--- src/rtl/dram_pkg.sv ---
package dram_pkg;
  typedef enum logic [3:0] {
    ST_IDLE,
    ST_SETUP,
    ST_ROW,
    ST_CAS,
    ST_WIN,
    ST_PGAP,
    ST_PRE,
    ST_RFC,
    ST_RFR
  } seq_state_t;

  typedef struct packed {
    logic [3:0] cas;
    logic [3:0] wlead;
    logic [3:0] pre;
    logic [3:0] ras;
  } dram_timing_t;
endpackage

--- src/rtl/dram_refresh_timer.sv ---
module dram_refresh_timer #(
  parameter int REF_W = 16
) (
  input  logic             clk,
  input  logic             rst_n,
  input  logic             en,
  input  logic [REF_W-1:0] period,
  input  logic             start,
  output logic             pend
);
  logic [REF_W-1:0] cnt;

  always_ff @(posedge clk or negedge rst_n) begin
    if (!rst_n) begin
      cnt  <= '0;
      pend <= 1'b0;
    end else if (!en) begin
      cnt  <= period;
      pend <= 1'b0;
    end else if (cnt == '0) begin
      cnt  <= period;
      pend <= 1'b1;
    end else begin
      cnt <= cnt - 1'b1;
      if (start) pend <= 1'b0;
    end
  end
endmodule

--- src/rtl/dram_seq.sv ---
module dram_seq
  import dram_pkg::*;
#(
  parameter int ROW_W      = 11,
  parameter int COL_W      = 11,
  parameter int DATA_W     = 8,
  parameter int CNT_W      = 4,
  parameter int SLOW_CAS   = 3,
  parameter int SLOW_WLEAD = 4,
  parameter int SLOW_PRE   = 5,
  parameter int FAST_CAS   = 2,
  parameter int FAST_WLEAD = 3,
  parameter int FAST_PRE   = 3
) (
  input  logic                   clk,
  input  logic                   rst_n,
  input  logic                   cfg_fast,
  input  logic                   req_valid,
  input  logic [ROW_W+COL_W-1:0] req_addr,
  input  logic                   req_we,
  input  logic [DATA_W-1:0]      req_wdata,
  input  logic                   ref_pend,
  output logic                   ref_start,
  output logic                   acc_ready,
  output seq_state_t             st,
  output logic [ROW_W-1:0]       row_q,
  output logic [COL_W-1:0]       col_q,
  output logic                   we_q,
  output logic [DATA_W-1:0]      wd_q
);
  localparam int ADDR_W = ROW_W + COL_W;

  dram_timing_t slow_t, fast_t, tim;
  logic [CNT_W-1:0] cnt;
  logic             fast_q;
  logic [ROW_W-1:0] req_row;
  logic [COL_W-1:0] req_col;
  logic             same_row;

  assign slow_t = '{cas: 4'(SLOW_CAS), wlead: 4'(SLOW_WLEAD), pre: 4'(SLOW_PRE),
                    ras: 4'(SLOW_WLEAD + SLOW_CAS)};
  assign fast_t = '{cas: 4'(FAST_CAS), wlead: 4'(FAST_WLEAD), pre: 4'(FAST_PRE),
                    ras: 4'(FAST_WLEAD + FAST_CAS)};
  assign tim    = fast_q ? fast_t : slow_t;

  assign req_row   = req_addr[ADDR_W-1:COL_W];
  assign req_col   = req_addr[COL_W-1:0];
  assign same_row  = (req_row == row_q);
  assign ref_start = (st == ST_IDLE) && ref_pend;
  assign acc_ready = (st == ST_CAS) && (cnt == '0);

  always_ff @(posedge clk or negedge rst_n) begin
    if (!rst_n) begin
      st     <= ST_IDLE;
      cnt    <= '0;
      fast_q <= 1'b0;
      row_q  <= '0;
      col_q  <= '0;
      we_q   <= 1'b0;
      wd_q   <= '0;
    end else begin
      case (st)
        ST_IDLE: begin
          cnt <= '0;
          if (ref_pend) begin
            st     <= ST_RFC;
            fast_q <= cfg_fast;
          end else if (req_valid) begin
            st     <= ST_SETUP;
            fast_q <= cfg_fast;
            row_q  <= req_row;
            col_q  <= req_col;
            we_q   <= req_we;
            wd_q   <= req_wdata;
          end
        end
        ST_SETUP: begin
          st  <= ST_ROW;
          cnt <= CNT_W'(tim.wlead - 4'd2);
        end
        ST_ROW: begin
          if (cnt == '0) begin
            st  <= ST_CAS;
            cnt <= CNT_W'(tim.cas - 4'd1);
          end else cnt <= cnt - 1'b1;
        end
        ST_CAS: begin
          if (cnt == '0) st <= ST_WIN;
          else cnt <= cnt - 1'b1;
        end
        ST_WIN: begin
          if (req_valid && same_row && !ref_pend) begin
            st    <= ST_PGAP;
            cnt   <= CNT_W'(tim.wlead - 4'd1);
            col_q <= req_col;
            we_q  <= req_we;
            wd_q  <= req_wdata;
          end else begin
            st  <= ST_PRE;
            cnt <= CNT_W'(tim.pre - 4'd1);
          end
        end
        ST_PGAP: begin
          if (cnt == '0) begin
            st  <= ST_CAS;
            cnt <= CNT_W'(tim.cas - 4'd1);
          end else cnt <= cnt - 1'b1;
        end
        ST_PRE: begin
          if (cnt == '0) st <= ST_IDLE;
          else cnt <= cnt - 1'b1;
        end
        ST_RFC: begin
          st  <= ST_RFR;
          cnt <= CNT_W'(tim.ras - 4'd1);
        end
        ST_RFR: begin
          if (cnt == '0) begin
            st  <= ST_PRE;
            cnt <= CNT_W'(tim.pre - 4'd1);
          end else cnt <= cnt - 1'b1;
        end
        default: st <= ST_IDLE;
      endcase
    end
  end
endmodule

--- src/rtl/dram_pins.sv ---
module dram_pins
  import dram_pkg::*;
#(
  parameter int ROW_W  = 11,
  parameter int COL_W  = 11,
  parameter int DATA_W = 8
) (
  input  logic                 clk,
  input  logic                 rst_n,
  input  seq_state_t           st,
  input  logic [ROW_W-1:0]     row_q,
  input  logic [COL_W-1:0]     col_q,
  input  logic                 we_q,
  input  logic [DATA_W-1:0]    wd_q,
  input  logic                 acc_ready,
  input  logic [DATA_W-1:0]    dq_in,
  output logic [((ROW_W > COL_W) ? ROW_W : COL_W)-1:0] addr,
  output logic                 ras_n,
  output logic                 cas_n,
  output logic                 we_n,
  output logic                 oe_n,
  output logic [DATA_W-1:0]    dq_out,
  output logic                 dq_oe,
  output logic                 rsp_valid,
  output logic [DATA_W-1:0]    rsp_data
);
  localparam int MUX_W = (ROW_W > COL_W) ? ROW_W : COL_W;

  logic row_phase, col_phase, ras_low, cas_low, we_win;

  assign row_phase = (st == ST_SETUP) || (st == ST_ROW);
  assign col_phase = (st == ST_CAS) || (st == ST_WIN) || (st == ST_PGAP);
  assign ras_low   = (st == ST_ROW) || (st == ST_CAS) || (st == ST_WIN) ||
                     (st == ST_PGAP) || (st == ST_RFR);
  assign cas_low   = (st == ST_CAS) || (st == ST_RFC) || (st == ST_RFR);
  assign we_win    = (st == ST_SETUP) || (st == ST_ROW) || (st == ST_CAS) ||
                     (st == ST_PGAP);

  always_comb begin
    addr = '0;
    if (row_phase)      addr = MUX_W'(row_q);
    else if (col_phase) addr = MUX_W'(col_q);
  end

  assign ras_n  = !ras_low;
  assign cas_n  = !cas_low;
  assign we_n   = !(we_q && we_win);
  assign oe_n   = !(!we_q && (st == ST_CAS));
  assign dq_oe  = we_q && (st == ST_CAS);
  assign dq_out = dq_oe ? wd_q : '0;

  always_ff @(posedge clk or negedge rst_n) begin
    if (!rst_n) begin
      rsp_valid <= 1'b0;
      rsp_data  <= '0;
    end else begin
      rsp_valid <= acc_ready && !we_q;
      if (acc_ready && !we_q) rsp_data <= dq_in;
    end
  end
endmodule

--- src/rtl/dram_ctrl.sv ---
module dram_ctrl
  import dram_pkg::*;
#(
  parameter int ROW_W      = 11,
  parameter int COL_W      = 11,
  parameter int DATA_W     = 8,
  parameter int REF_W      = 16,
  parameter int CNT_W      = 4,
  parameter int SLOW_CAS   = 3,
  parameter int SLOW_WLEAD = 4,
  parameter int SLOW_PRE   = 5,
  parameter int FAST_CAS   = 2,
  parameter int FAST_WLEAD = 3,
  parameter int FAST_PRE   = 3
) (
  input  logic                   clk,
  input  logic                   rst_n,
  input  logic                   cfg_fast,
  input  logic                   cfg_ref_en,
  input  logic [REF_W-1:0]       cfg_ref_period,
  input  logic                   req_valid,
  output logic                   req_ready,
  input  logic [ROW_W+COL_W-1:0] req_addr,
  input  logic                   req_we,
  input  logic [DATA_W-1:0]      req_wdata,
  output logic                   rsp_valid,
  output logic [DATA_W-1:0]      rsp_data,
  output logic [((ROW_W > COL_W) ? ROW_W : COL_W)-1:0] dram_addr,
  output logic                   dram_ras_n,
  output logic                   dram_cas_n,
  output logic                   dram_we_n,
  output logic                   dram_oe_n,
  output logic [DATA_W-1:0]      dram_dq_out,
  output logic                   dram_dq_oe,
  input  logic [DATA_W-1:0]      dram_dq_in
);
  seq_state_t        st;
  logic              ref_pend, ref_start, acc_ready, we_q;
  logic [ROW_W-1:0]  row_q;
  logic [COL_W-1:0]  col_q;
  logic [DATA_W-1:0] wd_q;

  dram_refresh_timer #(.REF_W(REF_W)) u_timer (
    .clk(clk), .rst_n(rst_n), .en(cfg_ref_en), .period(cfg_ref_period),
    .start(ref_start), .pend(ref_pend)
  );

  dram_seq #(
    .ROW_W(ROW_W), .COL_W(COL_W), .DATA_W(DATA_W), .CNT_W(CNT_W),
    .SLOW_CAS(SLOW_CAS), .SLOW_WLEAD(SLOW_WLEAD), .SLOW_PRE(SLOW_PRE),
    .FAST_CAS(FAST_CAS), .FAST_WLEAD(FAST_WLEAD), .FAST_PRE(FAST_PRE)
  ) u_seq (
    .clk(clk), .rst_n(rst_n), .cfg_fast(cfg_fast), .req_valid(req_valid),
    .req_addr(req_addr), .req_we(req_we), .req_wdata(req_wdata),
    .ref_pend(ref_pend), .ref_start(ref_start), .acc_ready(acc_ready),
    .st(st), .row_q(row_q), .col_q(col_q), .we_q(we_q), .wd_q(wd_q)
  );

  dram_pins #(.ROW_W(ROW_W), .COL_W(COL_W), .DATA_W(DATA_W)) u_pins (
    .clk(clk), .rst_n(rst_n), .st(st), .row_q(row_q), .col_q(col_q),
    .we_q(we_q), .wd_q(wd_q), .acc_ready(acc_ready), .dq_in(dram_dq_in),
    .addr(dram_addr), .ras_n(dram_ras_n), .cas_n(dram_cas_n),
    .we_n(dram_we_n), .oe_n(dram_oe_n), .dq_out(dram_dq_out),
    .dq_oe(dram_dq_oe), .rsp_valid(rsp_valid), .rsp_data(rsp_data)
  );

  assign req_ready = acc_ready;
endmodule

--- config.mk ---
export PLATFORM = sky130hd
export DESIGN_NAME = dram_ctrl
export DESIGN_NICKNAME = d
export VERILOG_FILES = /design/src/rtl/dram_pkg.sv /design/src/rtl/dram_refresh_timer.sv /design/src/rtl/dram_seq.sv /design/src/rtl/dram_pins.sv /design/src/rtl/dram_ctrl.sv
export SDC_FILE = /design/constraint.sdc
export NUM_CORES = 1
export LEC_CHECK = 0
export BUFFER_PORTS_ARGS = -buffer_cell sky130_fd_sc_hd__buf_2
export CORE_ASPECT_RATIO = 0.9
export CORE_MARGIN = 2
export CORE_UTILIZATION = 48
export DETAILED_ROUTE_END_ITERATION = 16
export PLACE_DENSITY = 0.8
export SYNTH_ARGS = -nofsm -noshare
export SYNTH_HDL_FRONTEND = slang
export SYNTH_SLANG_ARGS = --single-unit
--- constraint.sdc ---
create_clock -name clk -period 2.2 [get_ports clk]
set_input_delay 0.33 -clock clk [delete_from_list [all_inputs] [get_ports clk]]
set_output_delay 0.33 -clock clk [all_outputs]
set_load 0.005 [all_outputs]
==> impl_metrics.yaml <==
floorplan:
  io_pins: 94
  fp.dieH_um: 86.0
  fp.coreArea_sq_mm: 0.00715
  start_util_pct: 50.2
  die_x_um: 95.1
  die_area_sq_mm: 0.00818
  rows: 29
setup_path:
  r2r-start: "u_seq.cnt[0]"
  worst-path-max-fanout: 5
  critical_path_arrival_ns: 2.38
  critPathKind: "reg -> reg"
  cp_data_required_time_ns: 2.41
  worstSetupStartpoint: "u_seq.cnt[0]"
  worstSetupStartpointType: "flop"
  worstSetupEndpointType: "flop"
final_layout:
  drive_above_1_share_pct: 42.3
  syn_to_final_growth_pct: 30.3
  seq_area_sq_mm: 0.00166
  fin_nets: 526
  multi_input_area_sq_mm: 0.00186
  postLayoutCellArea_sq_mm: 0.00468
  diodes: 0
  fill_cells: 582
place:
  portBuffers: 93
  dp_hpwl_mm: 6.47
  placement.cell_area_sq_mm: 0.00428
  gp_congestion: 0.969
routing:
  ant_nets: 0
  drt_iter0_markers: 202
  drc_errors: 0
  wire_per_inst_um: 16.3
  routed_wl_mm: 9.13
  vias: 3261
  vias_per_cell: 5.81
  firstDrtPassIters: 5
timing:
  worstMarginPinSlew_ns: 0.501
  max_freq_mhz: 460
  slew_violations: 0
  finalHoldViolations: 0
  setup_tns_ns: 0
  skew_ns: 0.0110
  post-route-period-util_pct: 98.8
  post-route-min-period_ns: 2.17
  setup_viol: 0
  grt_setup_unrepaired: "true"
  slew_headroom_pct: 66.6
clock_tree:
  clkSinkCount: 66
  clock_path_buffers: 2
  htreeDepth: 3
  cts_inserted_buffers: 9
  cts_root_buffer: "clkbuf_8"
  cts_tree: "done"
  clkLatencyLatePin_ns: 0.34
  clk_pin_slew_worst_paths_ns: 0.08
global_routing:
  antenna_found_initial: 0
  grt_pass1_wl_mm: 14.3
  grt-ovfl-total: 0
  grt_most_used_layer: "met2"
  use_met3_pct: 5.71
  grt_start_max_net_pins: 47
  use_met1_pct: 29.7
  track_usage_pct: 22.5
  grt_pass1_vias: 3113
  use_met2_pct: 34.8
worst_hold_path:
  min_from: "cfg_ref_period[7]"
  hold_path_class: "in -> reg"
synthesis:
  synth_cell_type_count: 51
  synth.avg_cell_area_sq_um: 10.3
  ys_seq_elements: 66
  synth-main-ff-cell: "dfrtp_1"
  netlist_area_sq_mm: 0.00359
  async_reset_ff_share_pct: 100
  syn_inst: 350
  yosysSeqAreaShare_pct: 46.0
  ys_warn_count: 0
  synth_enable_flop_cells: 0
  syn-num-nets: 413
power_and_ir_drop:
  p_leak_nw: 2.15
  powerDensity_mw_per_mm2: 1400
  ir_drop_mv: 0.695
run_status:
  status: "finished, final reports clean"
job:
  drv_cap: 0
==> power by group <==
group          switching [mW]  internal [mW]  leakage [nW]
sequential              0.374           1.69         0.799
clock                   0.502          0.763         0.124
combinational            1.53           1.70          1.23
==> what timing repair did <==
action	in CTS	in global routing
cloned	0	1
pin swaps	0	1
hold buffers	1	0
endpoints found under the hold margin	20	0
resized for setup	3	19
endpoints found under the setup margin	14	23
setup buffers	1	5
==> worst max-delay path, stage by stage (launching register included) <==
cell and delay [ns]:
dfrtp_1 0.42, inv_1 0.09, ha_2 0.19, or4b_4 0.46
nor3b_1 0.15, or4_4 0.49, a22oi_2 0.16, a221oi_2 0.09
==> stage by stage <==
| step | total power, mW | setup WS [ns] | cells | hold slack (ns) | utilization, % |
|---|---|---|---|---|---|
| CTS | 6.29 | 0.0137 | 555 | 0.180 | 63.8 |
| finish | 6.56 | 0.0261 | 561 | 0.190 | 65.4 |
| global placement | 4.88 | 0.112 | 537 | 0.327 | 59.9 |
| global route | 6.98 | -0.0275 | 561 | 0.176 | 65.4 |
| floorplan | 3.93 | 0.0936 | 350 | 0.0344 | - |
| detailed placement | 4.98 | 0.0587 | 537 | 0.326 | 59.9 |
==> final timing paths <==
kind | to | slack [ns] | depth (start not counted)
setup reg to reg | u_seq.cnt[1] | 0.03 | 7
max in group asynchronous | u_seq.st[1] | 1.06 | 3
setup / recovery | u_seq.cnt[1] | 0.03 | 7
hold / removal | u_timer.cnt[7] | 0.19 | 2
min in group asynchronous | u_timer.cnt[8] | 0.51 | 2
hold reg to reg | u_seq.wd_q[7] | 0.50 | 1
==> registers in the layout, indices dropped and copies added, names as in the netlist <==
name	count
u_timer.cnt	16
u_seq.col_q	11
u_seq.row_q	11
u_pins.rsp_data	8
u_seq.wd_q	8
u_seq.cnt	4
u_seq.st	4
u_pins.rsp_valid	1
u_seq.fast_q	1
u_seq.we_q	1
u_timer.pend	1
==> final cells by class <==
| class | instances | area share [%] |
|---|---|---|
| sequential | 66 | 35.4 |
| clock inverter | 7 | 2.68 |
| timing repair buffer | 124 | 16.4 |
| tap | 93 | 2.49 |
| clock buffer | 9 | 2.65 |
| multi-input combinational | 253 | 39.7 |
| inverter | 9 | 0.722 |
==> routing by layer <==
metal,vias up,part of all wire [%]
met2,165,48
li1,1497,-
met3,30,8.5
met5,-,0
met1,1569,41
met4,0,2.6
==> cell families (layout without fill, tap and decap cells) <==
kind of cell,Yosys count,in the layout,synth area share (%)
AND/OR/NAND/NOR,103,103,15.1
buffers and inverters,31,149,3.63
AO/OA/AOI/OAI,80,80,14.9
adder cells (fa/ha/maj),5,5,1.60
flip-flops,66,66,46.0
multiplexers,41,41,12.9
XOR/XNOR,24,24,5.86
==> layout by cell type (no fill, tap or decap), drive strengths merged, types with 3 or more instances in the layout <==
cell type,instances
buf,123
dfrtp,66
mux2,41
nand2,28
o21ai,23
nor2,22
xnor2,21
a21oi,17
a22o,13
inv,10
and3,9
clkbuf,9
nor3,6
nor4,5
a31oi,5
nand2b,4
or3,4
nor3b,4
nand4,4
nand3,4
xor2,3
a21o,3
bufinv,3
clkinv,3
or4,3
ha,3
==> synthesized netlist by cell type, drive strengths merged, types with 2 or more instances <==
| cell | n | area [sq um] |
|---|---|---|
| a21o | 3 | 22.5 |
| a21oi | 17 | 85.1 |
| a22o | 13 | 114 |
| a22oi | 2 | 20.0 |
| a31oi | 5 | 31.3 |
| and3 | 9 | 56.3 |
| buf | 8 | 43.8 |
| clkbuf | 14 | 52.6 |
| dfrtp | 66 | 1650 |
| ha | 3 | 37.5 |
| inv | 9 | 33.8 |
| maj3 | 2 | 20.0 |
| mux2 | 41 | 462 |
| nand2 | 28 | 105 |
| nand2b | 4 | 25.0 |
| nand3 | 4 | 20.0 |
| nand3b | 2 | 15.0 |
| nand4 | 4 | 25.0 |
| nor2 | 22 | 90.1 |
| nor2b | 2 | 12.5 |
| nor3 | 6 | 30.0 |
| nor3b | 4 | 30.0 |
| nor4 | 5 | 31.3 |
| o2111ai | 2 | 17.5 |
| o211ai | 2 | 15.0 |
| o21ai | 23 | 115 |
| o22ai | 2 | 12.5 |
| o31ai | 2 | 15.0 |
| o41ai | 2 | 25.0 |
| or2 | 2 | 12.5 |
| or3 | 4 | 25.0 |
| or4 | 3 | 26.3 |
| xnor2 | 21 | 184 |
| xor2 | 3 | 26.3 |
No activity file was read; power rests on OpenSTA's default activity.
